--- config.mk ---
export PLATFORM = sky130hd
export DESIGN_NAME = eeprom_i2c_slave
export DESIGN_NICKNAME = d
export VERILOG_FILES = /design/src/rtl/i2cs_pkg.sv /design/src/rtl/i2cs_sync.sv /design/src/rtl/i2cs_ptr.sv /design/src/rtl/eeprom_i2c_slave.sv
export SDC_FILE = /design/constraint.sdc
export NUM_CORES = 1
export LEC_CHECK = 0
export ABC_AREA = 1
export CORE_MARGIN = 2
export CORE_UTILIZATION = 59
export CTS_CLUSTER_DIAMETER = 50
export DETAILED_ROUTE_END_ITERATION = 7
export DONT_BUFFER_PORTS = 1
export PLACE_DENSITY = 0.8
export SYNTH_ARGS = -nofsm -noshare
export SYNTH_HDL_FRONTEND = slang
export SYNTH_SLANG_ARGS = --single-unit
--- constraint.sdc ---
create_clock -name clk -period 1.95 [get_ports clk]
set_clock_uncertainty 0.15 [all_clocks]
set_input_delay 0.2925 -clock clk [delete_from_list [all_inputs] [get_ports clk]]
set_output_delay 0.2925 -clock clk [all_outputs]
set_load 0.05 [all_outputs]
--- src/rtl/i2cs_pkg.sv ---
package i2cs_pkg;
    typedef enum logic [3:0] {
        ST_IDLE,
        ST_CTRL,
        ST_CTRL_ACK,
        ST_WADDR,
        ST_WADDR_ACK,
        ST_WDATA,
        ST_WDATA_ACK,
        ST_RDATA,
        ST_RACK
    } i2cs_state_e;

    localparam logic [3:0] DEV_CODE = 4'b1010;
    localparam int         BYTE_W   = 8;
endpackage

--- src/rtl/i2cs_sync.sv ---
module i2cs_sync #(
    parameter int LINES  = 2,
    parameter int STAGES = 2
) (
    input  logic             clk,
    input  logic             rst_n,
    input  logic [LINES-1:0] raw,
    output logic [LINES-1:0] q,
    output logic [LINES-1:0] q_d
);
    // Each line gets its own synchronizer chain. Reset value 1 matches the idle bus.
    for (genvar g = 0; g < LINES; g++) begin : g_line
        logic [STAGES-1:0] pipe;
        always_ff @(posedge clk or negedge rst_n) begin
            if (!rst_n) pipe <= '1;
            else        pipe <= {pipe[STAGES-2:0], raw[g]};
        end
        assign q[g] = pipe[STAGES-1];
    end

    // One more flop per line, so the top can see edges.
    always_ff @(posedge clk or negedge rst_n) begin
        if (!rst_n) q_d <= '1;
        else        q_d <= q;
    end
endmodule

--- src/rtl/i2cs_ptr.sv ---
module i2cs_ptr #(
    parameter int ADDR_W = 11,
    parameter int BLK_W  = 3,
    parameter int PAGE_W = 4
) (
    input  logic                    clk,
    input  logic                    rst_n,
    input  logic                    set_blk,
    input  logic [BLK_W-1:0]        blk,
    input  logic                    set_word,
    input  logic [ADDR_W-BLK_W-1:0] word,
    input  logic                    inc_page,
    input  logic                    inc_lin,
    output logic [ADDR_W-1:0]       ptr
);
    localparam int WORD_W = ADDR_W - BLK_W;

    always_ff @(posedge clk or negedge rst_n) begin
        if (!rst_n) begin
            ptr <= '0;
        end else begin
            if (set_blk)  ptr[ADDR_W-1:WORD_W] <= blk;
            if (set_word) ptr[WORD_W-1:0]      <= word;
            // A page step wraps inside the low bits and leaves the upper bits alone.
            if (inc_page) ptr[PAGE_W-1:0]      <= ptr[PAGE_W-1:0] + 1'b1;
            // A read step carries across the full address.
            if (inc_lin)  ptr                  <= ptr + 1'b1;
        end
    end
endmodule

--- src/rtl/eeprom_i2c_slave.sv ---
module eeprom_i2c_slave
    import i2cs_pkg::*;
#(
    parameter int ADDR_W      = 11,
    parameter int BLK_W       = 3,
    parameter int PAGE_W      = 4,
    parameter int SYNC_STAGES = 2
) (
    input  logic              clk,
    input  logic              rst_n,
    input  logic              scl_i,
    input  logic              sda_i,
    output logic              sda_oe,
    input  logic              wr_busy,
    output logic [ADDR_W-1:0] mem_addr,
    input  logic [7:0]        rd_data,
    output logic              rd_next,
    output logic              wr_stb,
    output logic [7:0]        wr_data,
    output logic              stop_stb
);
    localparam int WORD_W = ADDR_W - BLK_W;
    localparam int CNT_W  = $clog2(BYTE_W + 1);
    localparam logic [CNT_W-1:0] FULL_CNT = CNT_W'(BYTE_W);

    // ---------------- line synchronizers and bus events ----------------
    logic [1:0] lines_s, lines_d;
    logic scl_s, sda_s, scl_d, sda_d;

    i2cs_sync #(.LINES(2), .STAGES(SYNC_STAGES)) u_sync (
        .clk   (clk),
        .rst_n (rst_n),
        .raw   ({scl_i, sda_i}),
        .q     (lines_s),
        .q_d   (lines_d)
    );

    assign {scl_s, sda_s} = lines_s;
    assign {scl_d, sda_d} = lines_d;

    logic scl_rise, scl_fall, start_ev, stop_ev;
    assign scl_rise = scl_s & ~scl_d;
    assign scl_fall = ~scl_s & scl_d;
    assign start_ev = scl_s & scl_d & sda_d & ~sda_s;
    assign stop_ev  = scl_s & scl_d & ~sda_d & sda_s;

    // ---------------- registers ----------------
    i2cs_state_e          st_q, st_d;
    logic [CNT_W-1:0]     cnt_q;
    logic [BYTE_W-1:0]    sh_q;
    logic                 oe_q;
    logic                 wrote_q;
    logic                 mack_q;
    logic                 wr_stb_q, stop_stb_q, rd_next_q;
    logic [BYTE_W-1:0]    wr_data_q;

    logic byte_full, ctrl_ok, ctrl_rw;
    assign byte_full = (cnt_q == FULL_CNT);
    assign ctrl_ok   = (sh_q[7:4] == DEV_CODE) && !wr_busy;
    assign ctrl_rw   = sh_q[0];

    // ---------------- address pointer ----------------
    logic set_blk, set_word;
    assign set_blk  = (st_q == ST_CTRL)  && scl_fall && byte_full && ctrl_ok;
    assign set_word = (st_q == ST_WADDR) && scl_fall && byte_full;

    i2cs_ptr #(.ADDR_W(ADDR_W), .BLK_W(BLK_W), .PAGE_W(PAGE_W)) u_ptr (
        .clk      (clk),
        .rst_n    (rst_n),
        .set_blk  (set_blk),
        .blk      (sh_q[BLK_W:1]),
        .set_word (set_word),
        .word     (sh_q[WORD_W-1:0]),
        .inc_page (wr_stb_q),
        .inc_lin  (rd_next_q),
        .ptr      (mem_addr)
    );

    // ---------------- next-state logic ----------------
    always_comb begin
        st_d = st_q;
        if (stop_ev) begin
            st_d = ST_IDLE;
        end else if (start_ev) begin
            st_d = ST_CTRL;
        end else begin
            unique case (st_q)
                ST_IDLE:      st_d = ST_IDLE;
                ST_CTRL:      if (scl_fall && byte_full) st_d = ctrl_ok ? ST_CTRL_ACK : ST_IDLE;
                ST_CTRL_ACK:  if (scl_fall) st_d = ctrl_rw ? ST_RDATA : ST_WADDR;
                ST_WADDR:     if (scl_fall && byte_full) st_d = ST_WADDR_ACK;
                ST_WADDR_ACK: if (scl_fall) st_d = ST_WDATA;
                ST_WDATA:     if (scl_fall && byte_full) st_d = ST_WDATA_ACK;
                ST_WDATA_ACK: if (scl_fall) st_d = ST_WDATA;
                ST_RDATA:     if (scl_fall && byte_full) st_d = ST_RACK;
                ST_RACK:      if (scl_fall) st_d = mack_q ? ST_RDATA : ST_IDLE;
                default:      st_d = ST_IDLE;
            endcase
        end
    end

    // ---------------- state register ----------------
    always_ff @(posedge clk or negedge rst_n) begin
        if (!rst_n) st_q <= ST_IDLE;
        else        st_q <= st_d;
    end

    // ---------------- datapath and outputs ----------------
    always_ff @(posedge clk or negedge rst_n) begin
        if (!rst_n) begin
            cnt_q      <= '0;
            sh_q       <= '0;
            oe_q       <= 1'b0;
            wrote_q    <= 1'b0;
            mack_q     <= 1'b0;
            wr_stb_q   <= 1'b0;
            stop_stb_q <= 1'b0;
            rd_next_q  <= 1'b0;
            wr_data_q  <= '0;
        end else begin
            wr_stb_q   <= 1'b0;
            stop_stb_q <= 1'b0;
            rd_next_q  <= 1'b0;
            if (stop_ev) begin
                oe_q       <= 1'b0;
                stop_stb_q <= wrote_q;
                wrote_q    <= 1'b0;
                cnt_q      <= '0;
            end else if (start_ev) begin
                oe_q    <= 1'b0;
                wrote_q <= 1'b0;
                cnt_q   <= '0;
            end else begin
                case (st_q)
                    ST_CTRL, ST_WADDR, ST_WDATA: begin
                        if (scl_rise && !byte_full) begin
                            sh_q  <= {sh_q[BYTE_W-2:0], sda_s};
                            cnt_q <= cnt_q + 1'b1;
                        end
                        if (scl_fall && byte_full) begin
                            cnt_q <= '0;
                            oe_q  <= (st_q != ST_CTRL) || ctrl_ok;
                            if (st_q == ST_WDATA) begin
                                wr_stb_q  <= 1'b1;
                                wr_data_q <= sh_q;
                                wrote_q   <= 1'b1;
                            end
                        end
                    end
                    ST_CTRL_ACK, ST_WADDR_ACK, ST_WDATA_ACK: begin
                        if (scl_fall) begin
                            oe_q  <= 1'b0;
                            cnt_q <= '0;
                            if (st_q == ST_CTRL_ACK && ctrl_rw) begin
                                sh_q <= rd_data;
                                oe_q <= ~rd_data[BYTE_W-1];
                            end
                        end
                    end
                    ST_RDATA: begin
                        if (scl_rise && !byte_full) cnt_q <= cnt_q + 1'b1;
                        if (scl_fall) begin
                            if (byte_full) begin
                                oe_q <= 1'b0;
                            end else begin
                                sh_q <= {sh_q[BYTE_W-2:0], 1'b0};
                                oe_q <= ~sh_q[BYTE_W-2];
                            end
                        end
                    end
                    ST_RACK: begin
                        if (scl_rise) begin
                            mack_q    <= ~sda_s;
                            rd_next_q <= 1'b1;
                        end
                        if (scl_fall && mack_q) begin
                            sh_q  <= rd_data;
                            oe_q  <= ~rd_data[BYTE_W-1];
                            cnt_q <= '0;
                        end
                    end
                    default: oe_q <= 1'b0;
                endcase
            end
        end
    end

    assign sda_oe   = oe_q;
    assign wr_stb   = wr_stb_q;
    assign wr_data  = wr_data_q;
    assign stop_stb = stop_stb_q;
    assign rd_next  = rd_next_q;

    // ---------------- assertions ----------------

    start_abort_chk: assert property (@(posedge clk) disable iff (!rst_n)
        start_ev |=> (st_q == ST_CTRL) && !sda_oe);


    stop_idle_chk: assert property (@(posedge clk) disable iff (!rst_n)
        stop_ev |=> (st_q == ST_IDLE));


    idle_quiet_chk: assert property (@(posedge clk) disable iff (!rst_n)
        (st_q == ST_IDLE) |-> !sda_oe);


    oe_scl_low_chk: assert property (@(posedge clk) disable iff (!rst_n)
        $rose(sda_oe) |-> !scl_s);


    page_wrap_chk: assert property (@(posedge clk) disable iff (!rst_n)
        wr_stb |=> (mem_addr[PAGE_W-1:0] == $past(mem_addr[PAGE_W-1:0]) + 1'b1)
                && (mem_addr[ADDR_W-1:PAGE_W] == $past(mem_addr[ADDR_W-1:PAGE_W])));


    pulse_excl_chk: assert property (@(posedge clk) disable iff (!rst_n)
        $onehot0({wr_stb, stop_stb, rd_next}));
endmodule

# Word-level counts from Yosys, hierarchy flattened
# Cells that the tools add are included.
[classes]
n_addsub = 3
n_eq_ne = 28
n_mux = 55
bitwise = 15
n_reduce_logical = 31
[op_table]
columns = ["operator", "n"]
rows = [
  ["4-bit two-way mux", 16],
  ["8-bit two-way mux", 7],
  ["4-bit != test (second input constant)", 8],
  ["8-bit one-hot mux with 4 select lines", 1],
  ["4-bit one-hot mux with 7 select lines", 1],
  ["1-bit two-way mux", 23],
  ["4-bit by 3-bit equality test with 1-bit output (second input constant)", 4],
  ["4-bit one-hot mux with 4 select lines", 1],
  ["4-bit equality test (second input constant)", 3],
  ["2-bit != test (second input constant)", 6],
  ["3-bit nonzero test", 4],
  ["11-bit by 1-bit adder with 11-bit output (second input constant)", 1],
  ["11-bit two-way mux", 1],
  ["1-bit logical AND", 10],
  ["3-bit two-way mux", 3],
  ["9-bit AND reduction", 1],
  ["4-bit by 1-bit adder with 4-bit output (second input constant)", 2],
  ["4-bit by 2-bit equality test with 1-bit output (second input constant)", 2],
  ["4-bit by 1-bit != test with 1-bit output (second input constant)", 2],
  ["4-bit by 3-bit != test with 1-bit output (second input constant)", 2],
  ["1-bit inverter", 8],
  ["4-bit AND reduction", 2],
  ["1-bit AND", 7],
  ["7-bit AND reduction", 1],
  ["other kinds (12)", 16],
]
[word_totals]
ff_bits = 47
input_bits = 13
out_inout_bits = 23
word_cells = 148

# Longest topological paths before layout
# Gate-level depths: netlist of the first run.
[depth]
word_depth = 8
mapped_depth = 13
mapped_depth_nobuf = 13

# Hierarchy
# A second synthesis of the first run with hierarchy kept.
[unflattened]
hier_cells = 363
hier_area_um2 = 2757.6
[by_module_without_submodules]
columns = ["module", "instances", "cells_each", "area_per_inst_um2", "seq_area_each_um2"]
rows = [
  ["eeprom_i2c_slave", 1, 246, 1830.5, 750.7],
  ["i2cs_ptr", 1, 109, 754.5, 275.3],
  ["i2cs_sync", 1, 8, 172.7, 157.7],
]

# Worst setup path before layout of the first run
# Ideal clock, no wire load.
[synth_path]
kind = "reg2reg"
from = "register u_ptr.ptr[0]"
to = "register u_ptr.ptr[6]"
setup_time_ps = 121
arrival_ps = 1549
required_ps = 1679
setup_slack_ps = 130
path_stages_with_launch = 7
n_path_buf = 0
synth_period_minus_slack_ps = 1820
cell_sequence = "dfrtp_1 ha_1 inv_1 nor3_1 xor2_1 o21ai_1 nand2_1"
[synth_between]
elab_chain_cells = 2
[synth_rtl]
columns = ["element", "line_no", "text"]
rows = [
  ["from (decl)", "i2cs_ptr.sv:14", "output logic [ADDR_W-1:0] ptr"],
  ["from (signal, indexed assignment)", "i2cs_ptr.sv:22", "if (set_blk) ptr[ADDR_W-1:WORD_W] <= blk;"],
  ["from (signal, indexed assignment)", "i2cs_ptr.sv:23", "if (set_word) ptr[WORD_W-1:0] <= word;"],
  ["from (signal, indexed assignment)", "i2cs_ptr.sv:25", "if (inc_page) ptr[PAGE_W-1:0] <= ptr[PAGE_W-1:0] + 1'b1;"],
  ["11-bit by 1-bit adder with 11-bit output", "i2cs_ptr.sv:27", "if (inc_lin) ptr <= ptr + 1'b1;"],
  ["11-bit two-way mux", "i2cs_ptr.sv:27", ""],
]
# No other way between the ends.
# A chain may end at the register's enable or synchronous reset.

# Final worst setup path of the first run
[layout_path]
from = "register u_sync.q_d[1]"
to = "register cnt_q[1]"
[layout_between]
elab_chain_cells = 8
word_cells_on_any_way = 20
cone_classes = "2 x eq/ne; 5 x mux; 8 x bitwise; 5 x reduce/logical"
[layout_rtl]
columns = ["element", "line_no", "text"]
rows = [
  ["from (decl)", "i2cs_sync.sv:9", "output logic [LINES-1:0] q_d"],
  ["from (signal assigned)", "i2cs_sync.sv:24", "else q_d <= q;"],
  ["1-bit inverter", "eeprom_i2c_slave.sv:42", "assign scl_rise = scl_s & ~scl_d;"],
  ["1-bit AND", "eeprom_i2c_slave.sv:42", ""],
  ["1-bit logical AND", "eeprom_i2c_slave.sv:136, eeprom_i2c_slave.sv:161", ""],
  ["4-bit two-way mux", "n/a", ""],
  ["4-bit two-way mux", "eeprom_i2c_slave.sv:140", "if (scl_fall && byte_full) begin"],
  ["4-bit one-hot mux with 4 select lines", "eeprom_i2c_slave.sv:134", "case (st_q)"],
  ["4-bit two-way mux", "eeprom_i2c_slave.sv:129", "end else if (start_ev) begin"],
  ["4-bit two-way mux", "eeprom_i2c_slave.sv:124", "if (stop_ev) begin"],
  ["to (signal assigned)", "eeprom_i2c_slave.sv:138", "cnt_q <= cnt_q + 1'b1;"],
  ["to (signal assigned)", "eeprom_i2c_slave.sv:161", "if (scl_rise && !byte_full) cnt_q <= cnt_q + 1'b1;"],
  ["to (decl)", "eeprom_i2c_slave.sv:49", "logic [CNT_W-1:0] cnt_q;"],
]
# Parallel ways exist; a longest one is shown, timed or not.

==> run metrics, run 1 <==
routed wire length around 6200 µm; most frequent cells in the layout 107 x nand2_1, 41 x dfrtp_1, 36 x nand3_1; I/O pins 36; TritonCTS clock tree done; largest family of logic cells by synthesized area simple AND/OR/NAND/NOR gates; peak fanout along the critical path 8; Setup-failing EPs final 0; crit path DAT 1.88 ns; CP peak stage delay ~0.64 ns; post-route cell area roughly 3100 µm²; number of synthesized flops with an enable pin 0; WL per Instance between 10 and 15 µm; Power Total between 2000 and 3000 µW; total gr overflow 0; # port buffers 0; Worst setup EP type flop; Buf/Inv on CP 1; GR peak layer met2; routed via count around 2400; peak supply drop about 0.51 mV; Lkg Pwr about 0.0015 µW; area share of xor/xnor cells in the synthesized design ~2.3%; die height 71.93 µm; fillcell total between 300 and 400; largest net degree at the start of global routing 48; WP data required around 2 ns; CTS clk-pin slew, worst paths ~0.09 ns; clock net sink count 47; Max Cap Violations 0; final period utilization between 90% and 100%; Synth Instances around 360; Most used DFF post-synth dfrtp_1; Fin Setup TNS 0 ns; Highest Clock Rate approximately 0.54 GHz; ordered cell list for the critical path nand4_1 -> nand2_1 -> nor2_2 -> nand2_1 -> nand2_1 -> nand2_1 -> nand2_1 -> nand2_1 -> inv_1; final hold viol count 0; RSZ-0062 raised after global routing true; gr usage total a little over a quarter; drc violations 0; met3 Track Usage GR approximately 4.4%; outcome completed; Die X slightly above 70 µm; CTS root buf clkbuf_8; area fraction in compound gates after synthesis 10.66%; clock buffer depth 2; global-route wire length before repair 10490 µm; initial antenna violation count 0; number of detailed-route iterations in the first pass 5; number of global-route vias before repair between 2000 and 2500; DRT antenna net count 0; kind of critical path flop to flop; met2 Resource Use GR roughly 45%; vias per cell 5.486; CP delay by family, top simple AND/OR/NAND/NOR gates; pwr/cell area 925.2 nW/µm²; min Tclk post-route 1.837 ns; slowest CP cell dfstp_2; Synth Area in Adders 1.379%; asr flop ratio synth 100.0%; layout cells sized above 1 between 20% and 30%; DP Wirelength 4614 µm; CP most frequent cell nand2_1; max_slew headroom between 60% and 70%; Worst-Margin Slew just over 0.5 ns; synth warn 0; die footprint ~5200 µm²; number of synthesized register bits 47; number of distinct library cells after synthesis 33; Pins Over Slew Limit 0; Avg Inst Size Synth approximately 7.6 µm²; flop2flop setup slack 0.11 ns; Initial Utilization between 60% and 70%; commonest non-fill, non-tap cell in the layout nand2_1; Placement Rows 24; Core Area ~4400 µm²; dpl cell area 2882 µm²; worst hold path class input port to flop; post-synthesis sequential area ratio about 43%; Post-Syn Area ~2700 µm²; Area Growth Syn to Fin 13.01%; Global Route met1 Usage between 30% and 40%; Simple-Gate Fraction of Synth Area a little over a third; Skew-Pair Late Insertion Delay around 0.30 ns; syn nets about 370; CP Launch Type flop; H-tree depth 2; antenna diode count 0; CTS Buf Count 5; nets a little under 400; DR iter-0 viols ~150; Final Wtd Congestion between 1 and 1.5; post-synthesis mux area share 0%
cells by family (layout without fill, tap and decap cells):
| logic type | count (synthesis) | count (layout) |
|---|---|---|
| and+or+nand+nor | 207 | 207 |
| AOI/OAI and AO/OA | 48 | 48 |
| DFF | 47 | 47 |
| buffers and inverters | 46 | 70 |
| xor gates and xnor gates | 7 | 7 |
| adders and majority gates | 3 | 3 |
report_power, final:
part / leakage, µW / switching, µW / internal, µW / total (µW)
Combinational: 0.000860 / 557 / 281 / 838
Clock: 0.0000581 / 327 / 382 / 709
Sequential: 0.000616 / 180 / 1120 / 1300
path summary, 6_finish.rpt:
| check | startpoint | to | cells past startpoint |
|---|---|---|---|
| worst min-delay path | rd_data[0] | sh_q[0] | 4 |
| worst max register to register | u_sync.q_d[1] | cnt_q[1] | 9 |
| worst max-delay path | u_sync.q_d[1] | cnt_q[1] | 9 |
| worst min register to register | u_sync.g_line[0].pipe[0] | u_sync.g_line[0].pipe[1] | 0 |
| max in group asynchronous | rst_n | u_sync.g_line[1].pipe[1] | 2 |
| min in group asynchronous | rst_n | sh_q[2] | 2 |
worst min-delay path, cell delays in order:
cell     delay, ns
nand2_1       0.05
nand2_1       0.05
nand3_1       0.07
nand2_1       0.05
Yosys cell counts (5+ instances only):
| cell | count | share of area, % |
|---|---|---|
| a21oi_1 | 5 | 0.92 |
| dfrtp_1 | 41 | 38 |
| dfstp_2 | 6 | 5.8 |
| inv_1 | 29 | 4.0 |
| inv_2 | 11 | 1.5 |
| nand2_1 | 108 | 15 |
| nand2_2 | 5 | 1.1 |
| nand3_1 | 37 | 6.8 |
| nand4_1 | 5 | 1.1 |
| nor2_1 | 29 | 4.0 |
| nor2_2 | 7 | 1.6 |
| o21ai_0 | 10 | 1.8 |
| o21ai_1 | 18 | 3.3 |
| o21ai_2 | 9 | 2.9 |
state kept, by name, summed over array words and instances (netlist names), 2 cells and up:
signal and count:
wr_data 8, u_sync.q_d 2, u_ptr.ptr 11, u_sync.g_line.pipe 4
cnt_q 4, st_q 4, sh_q 8
metrics by stage:
step / setup slack [ns] / utilization, % / hold WS [ns] / std cells
floorplan: 0.1303 / - / -0.1531 / 358
global placement: 0.1519 / 65.28 / -0.1522 / 421
detailed placement: 0.1011 / 65.28 / -0.1522 / 421
CTS: 0.1034 / 69.13 / 0.07537 / 433
global route: -0.01634 / 69.70 / 0.1020 / 434
finish: 0.1133 / 69.70 / 0.08337 / 434
timing repair:
item                                   CTS  global route
gates resized for setup                  0             4
hold buffers                             4             0
setup endpoints to repair                0            12
setup buffers                            0             1
endpoints found under the hold margin   49             0
routing by layer:
layer	wire length (µm)	vias up	share of wire, %
met2	3135	65	51
met3	256	17	4.2
met5	0	-	0
met1	2578	1101	42
li1	-	1198	-
met4	184	0	3.0
area by class of cell:
cell class / instances / area, µm² / share of cell area, %
Multi-Input combinational cell: 265 / 1364 / 44.33
Sequential cell: 47 / 1184 / 38.47
Timing Repair Buffer: 21 / 197.7 / 6.425
Inverter: 41 / 153.9 / 5.002
Clock buffer: 5 / 68.82 / 2.237
Tap cell: 52 / 65.06 / 2.115
Clock inverter: 3 / 43.79 / 1.423
Note: power is estimated with default switching activity, not from simulation.
==> run 2: changes to the inputs <==
- RECOVER_POWER: unset -> 50
- SLEW_MARGIN: unset -> 20
==> results of run 2 <==
No change in the layout: final DEF, timing and power equal those of run 1.
